File: src/rtl/rtt_pkg.sv
package rtt_pkg;
  localparam int unsigned RTT_NUM_BANKS = 2;
  typedef enum logic {
    RTT_LEFT  = 1'b0,
    RTT_RIGHT = 1'b1
  } rtt_bank_e;
endpackage

File: src/rtl/rtt_index_hash.sv
module rtt_index_hash #(
  parameter int unsigned TAG_W = 12,
  parameter int unsigned IDX_W = 6,
  parameter int unsigned SHIFT = 0
) (
  input  logic [TAG_W-1:0] tag_i,
  output logic [IDX_W-1:0] idx_o
);
  // fold the shifted tag onto itself at the index width
  assign idx_o = IDX_W'((tag_i >> SHIFT) ^ ((tag_i >> SHIFT) >> IDX_W));
endmodule

File: src/rtl/rtt_bank.sv
module rtt_bank #(
  parameter int unsigned TAG_W   = 12,
  parameter int unsigned ENTRIES = 64,
  localparam int unsigned IDX_W  = $clog2(ENTRIES)
) (
  input  logic             clk,
  input  logic             rst,
  input  logic             wr_en,
  input  logic [IDX_W-1:0] wr_idx,
  input  logic [TAG_W-1:0] wr_tag,
  input  logic [IDX_W-1:0] rd_idx,
  output logic [TAG_W-1:0] rd_tag,
  output logic             rd_vld
);
  logic [TAG_W-1:0] mem [ENTRIES];
  logic [ENTRIES-1:0] vld;

  // storage without reset, read-first registered port
  always_ff @(posedge clk) begin
    if (wr_en && !rst) mem[wr_idx] <= wr_tag;
    rd_tag <= mem[rd_idx];
  end

  always_ff @(posedge clk) begin
    if (rst) begin
      vld    <= '0;
      rd_vld <= 1'b0;
    end else begin
      if (wr_en) vld[wr_idx] <= 1'b1;
      rd_vld <= vld[rd_idx];
    end
  end

  AST_VALID_CLEARED: assert property (@(posedge clk) disable iff (rst)
    $past(rst) |-> (vld == '0));
  AST_WRITE_MARKS: assert property (@(posedge clk) disable iff (rst)
    wr_en |=> vld[$past(wr_idx)]);
endmodule

File: src/rtl/recent_tag_table.sv
module recent_tag_table
  import rtt_pkg::*;
#(
  parameter int unsigned TAG_W   = 12,
  parameter int unsigned ENTRIES = 64,
  localparam int unsigned IDX_W  = $clog2(ENTRIES),
  localparam int unsigned NB     = RTT_NUM_BANKS
) (
  input  logic             clk,
  input  logic             rst,
  input  logic             left_wr_en,
  input  logic [TAG_W-1:0] left_wr_tag,
  input  logic             fill_valid,
  input  logic             fill_is_prefetch,
  input  logic             pf_enable,
  input  logic [TAG_W-1:0] fill_tag,
  input  logic [TAG_W-1:0] best_offset,
  input  logic             lookup_valid,
  input  logic [TAG_W-1:0] lookup_key,
  output logic             hit_valid,
  output logic             hit,
  output logic             hit_left,
  output logic             hit_right
);
  logic             bank_we  [NB];
  logic [TAG_W-1:0] bank_wd  [NB];
  logic [TAG_W-1:0] bank_rd  [NB];
  logic             bank_rv  [NB];
  logic [NB-1:0]    bank_match;
  logic             look_q;
  logic [TAG_W-1:0] key_q;

  // write sources: demand tags on the left, offset-corrected fills on the right
  always_comb begin
    bank_we[int'(RTT_LEFT)]  = left_wr_en;
    bank_wd[int'(RTT_LEFT)]  = left_wr_tag;
    bank_we[int'(RTT_RIGHT)] = fill_valid && fill_is_prefetch && pf_enable;
    bank_wd[int'(RTT_RIGHT)] = fill_tag - best_offset;
  end

  for (genvar b = 0; b < NB; b++) begin : g_bank
    logic [IDX_W-1:0] widx;
    logic [IDX_W-1:0] ridx;

    rtt_index_hash #(.TAG_W(TAG_W), .IDX_W(IDX_W), .SHIFT(b)) u_whash (
      .tag_i(bank_wd[b]), .idx_o(widx));
    rtt_index_hash #(.TAG_W(TAG_W), .IDX_W(IDX_W), .SHIFT(b)) u_rhash (
      .tag_i(lookup_key), .idx_o(ridx));

    rtt_bank #(.TAG_W(TAG_W), .ENTRIES(ENTRIES)) u_bank (
      .clk    (clk),
      .rst    (rst),
      .wr_en  (bank_we[b]),
      .wr_idx (widx),
      .wr_tag (bank_wd[b]),
      .rd_idx (ridx),
      .rd_tag (bank_rd[b]),
      .rd_vld (bank_rv[b])
    );

    assign bank_match[b] = look_q && bank_rv[b] && (bank_rd[b] == key_q);
  end

  // stage 1: key travels alongside the bank read
  always_ff @(posedge clk) begin
    if (rst) look_q <= 1'b0;
    else     look_q <= lookup_valid;
    key_q <= lookup_key;
  end

  // stage 2: registered compare results
  always_ff @(posedge clk) begin
    if (rst) begin
      hit_valid <= 1'b0;
      hit       <= 1'b0;
      hit_left  <= 1'b0;
      hit_right <= 1'b0;
    end else begin
      hit_valid <= look_q;
      hit       <= |bank_match;
      hit_left  <= bank_match[int'(RTT_LEFT)];
      hit_right <= bank_match[int'(RTT_RIGHT)];
    end
  end

  AST_IDLE_AFTER_RESET: assert property (@(posedge clk) disable iff (rst)
    $past(rst) |-> !hit_valid);
  AST_HIT_MERGE: assert property (@(posedge clk) disable iff (rst)
    hit == (hit_left || hit_right));
  AST_HIT_QUALIFIED: assert property (@(posedge clk) disable iff (rst)
    (hit || hit_left || hit_right) |-> hit_valid);
endmodule

File: config.mk
export PLATFORM = sky130hd
export DESIGN_NAME = recent_tag_table
export DESIGN_NICKNAME = d
export VERILOG_FILES = /design/src/rtl/rtt_pkg.sv /design/src/rtl/rtt_index_hash.sv /design/src/rtl/rtt_bank.sv /design/src/rtl/recent_tag_table.sv
export SDC_FILE = /design/constraint.sdc
export NUM_CORES = 2
export LEC_CHECK = 0
export ABC_AREA = 1
export ABC_CLOCK_PERIOD_IN_PS = 8300
export BUFFER_PORTS_ARGS = -buffer_cell sky130_fd_sc_hd__buf_2
export CORE_MARGIN = 4
export CORE_UTILIZATION = 45
export CTS_CLUSTER_DIAMETER = 100
export DETAILED_ROUTE_END_ITERATION = 16
export GPL_TIMING_DRIVEN = 0
export HOLD_SLACK_MARGIN = 0.08
export PLACE_DENSITY = 0.7
export REMOVE_ABC_BUFFERS = 1
export SLEW_MARGIN = 30
export SYNTH_ARGS = -nofsm -noshare
export SYNTH_HDL_FRONTEND = slang
export SYNTH_SLANG_ARGS = --single-unit
File: constraint.sdc
create_clock -name clk -period 8.3 [get_ports clk]
set_clock_uncertainty 0.2 [all_clocks]
set_input_delay 1.66 -clock clk [delete_from_list [all_inputs] [get_ports clk]]
set_output_delay 1.66 -clock clk [all_outputs]
set_load 0.05 [all_outputs]
==> qor.txt <==
status: completed
Max Freq: 202 MHz
r2r worst-path depth: 6
Final Slew Violations: 0
CP delay by family, top: simple AND/OR/NAND/NOR gates
# setup viols final: 0
initial antenna violation count: 4
HP Class: register to register
Final Hold Violating Endpoints: 0
Total Power: 18800 uW
minimum clock period: 4950 ps
crit path kind: primary input to register
drt first-iter violations: 5532
Finished Layout Cells: 8163
most common cell in the netlist: edfxtp_1
GRT overflow: 0
Antenna Nets Post-Route: 0
fillers: 12800
Starting Density: 45.4%
post-synthesis cell type count: 38
Cell Chain, Critical Path: buf_2, inv_1, ha_1, fa_1, o21ai_2, nand2_1, nand3_1, nand2_4, buf_12, nand2_1, nand2_1, inv_1, nand2_1, nor2_2, nand2_1, inv_1
area leader, netlist: edfxtp_1
final period utilization: 59.6%
Clk pin slew, worst setup/hold paths: 60 ps
EDFF count, synth: 1536
CP max stage cell: nor2_2
Sink Count: 1707
Max IR drop VDD: 0.184 mV
GPL Wtd Cong: 0.817
RSZ-0062 raised after global routing: no
GRT Util Overall: 20.7%
largest net degree at the start of global routing: 120
leakage power: 0.0283 uW
asr flop ratio synth: 0%
TritonCTS Buffers: 164
crit path DAT: 5170 ps
top post-synthesis cells by area: edfxtp_1, nand2_1, o211ai_1, nand3_1, dfxtp_1
# DRC: 0
Synth top cells by count: edfxtp_1, nand2_1, nand3_1
routed via count: 45800
register bit total from synthesis: 1707
clk buf depth: 3
CP bufs+invs: 5
Critical Path Fanout Max: 33
Mapped Cells: 6045
DR pass1 iterations: 5
sequential-to-total area share from yosys stat: 70.6%
Levels on crit path: 16
placed cells: 7866
fraction of layout instances using a drive strength above 1: 8.71%
Req. time, crit path: 8520 ps
# rows: 144
worst slew pin tran: 887 ps
Critical Path Source Type: primary input
Yosys top cell area share: 65.7%
first-pass GRT wire length: 260 mm
power per cell area: 239 mW/mm^2
fin nets: 6055
Ys Warns: 0
WL final: 171 mm
Hold Path Depth: 2
CTS tree: done
Detail Placement HPWL: 98.4 mm
Die Ht: 403 um
CORE AREA: 0.155 sq mm
max cap viols: 0
DR WL/cell: 20.9 um
CTS H-tree depth: 4
Critical Path Sink Type: register
Resized cells post-CTS: 0
port bufs: 58
post-cts hold buffer count: 0
post-CTS setup buffer count: 0
syn_area_per_cell: 11.6 sq um
die area: 0.162 sq mm
Skew-Pair Late Insertion Delay: 800 ps
DIE WIDTH: 403 um
Main synth FF type: edfxtp_1
slew margin rel.: 40.8%
vias in the first global route: 43300
Syn Std Cell Area: 0.0702 sq mm
Syn-to-layout area delta: 12.2%
Ports: 59
most frequent CP cell: nand2_1
root buffer cell: clkbuf_16
Vias/cell: 5.61
Largest stage delay, worst path: 670 ps
-- registers in the layout (all words and copies together), names as in the netlist --
register              flops
hit                       1
g_bank.u_bank.rd_tag     24
g_bank.u_bank.vld       128
look_q                    1
g_bank.u_bank.rd_vld      2
hit_valid                 1
hit_right                 1
key_q                    12
hit_left                  1
g_bank.u_bank.mem      1536
-- worst min-delay path: stages (launching register included) --
cell and delay (ps):
dfxtp_1 310, nand2_1 60, nand2_1 40
-- final cells by class --
class | instances | area, sq um | share of cell area [%]
sequential | 1707 | 49500 | 62.9
antenna | 1 | 2.50 | 0.00318
multi-input combinational | 3332 | 16900 | 21.5
tap | 2044 | 2560 | 3.25
clock inverter | 86 | 676 | 0.857
clock buffer | 210 | 4410 | 5.60
inverter | 620 | 2360 | 2.99
timing repair buffer | 163 | 2290 | 2.91
-- cell families (layout without fill, tap and decap cells) --
logic type / after synthesis / after routing / synth area share, %
fa+ha+maj: 12 / 12 / 0.225
simple gates: 2255 / 2255 / 13.6
other cells: 0 / 1 / 0
xor+xnor: 25 / 25 / 0.333
buf+inv: 1006 / 1079 / 5.76
flops: 1707 / 1707 / 70.6
compound gates: 1040 / 1040 / 9.45
-- metrics by stage --
stage	setup TNS (ps)	hold slack, ps	worst slack, ps	cell area [sq um]	util, %
floorplan	-154470	218	-6010	68500	-
global placement	-1246370	230	-30780	71300	46.1
detailed placement	0	237	2610	73700	47.7
CTS	0	251	3450	78800	51.0
global route	0	268	3040	78800	51.0
finish	0	251	3350	78800	51.0
-- path summary, 6_finish.rpt --
path	startpoint	to	slack, ps
worst max-delay path	fill_tag[0]	g_bank[1].u_bank.mem[8][9]$_DFFE_PP_	3350
worst min register to register	g_bank[1].u_bank.vld[5]$_SDFFE_PP0P_	g_bank[1].u_bank.vld[5]$_SDFFE_PP0P_	250
worst min-delay path	g_bank[1].u_bank.vld[5]$_SDFFE_PP0P_	g_bank[1].u_bank.vld[5]$_SDFFE_PP0P_	250
worst max register to register	key_q[2]$_DFF_P_	hit$_SDFF_PP0_	6350
-- cell usage in the layout, fill, tap and decap left out, drive strengths merged --
cell	netlist	routed
bufinv	0	8
nor2b	1	1
o221a	1	1
edfxtp	1536	1536
a221oi	4	4
nand3	722	722
nand3b	3	3
xor2	6	6
a21o	1	1
fa	1	1
diode	0	1
ha	11	11
a21oi	9	9
o211ai	547	547
nor2	305	305
o22ai	14	14
o21ai	459	459
nand4	6	6
clkbuf	196	210
a21boi	1	1
inv	620	627
buf	190	163
clkinv	0	67
clkinvlp	0	4
xnor2	19	19
dfxtp	171	171
a211oi	4	4
nand2	1185	1185
or2	33	33
-- per-layer routing --
layer	share of wire [%]	global-route usage (%)	vias up
li1	-	-	21200
met1	41	28.9	22300
met2	47	32.8	1960
met3	8.4	3.61	321
met4	3.1	7.17	4
met5	0.014	0	-
-- power by group --
| group | switching, uW | leakage, uW | internal [uW] | total [uW] |
|---|---|---|---|---|
| combinational | 1470 | 0.0107 | 591 | 2060 |
| sequential | 29.1 | 0.0151 | 9600 | 9630 |
| clock | 3130 | 0.00248 | 4010 | 7130 |
| total | 4630 | 0.0283 | 14200 | 18800 |
No activity file was read; power rests on OpenSTA's default activity.
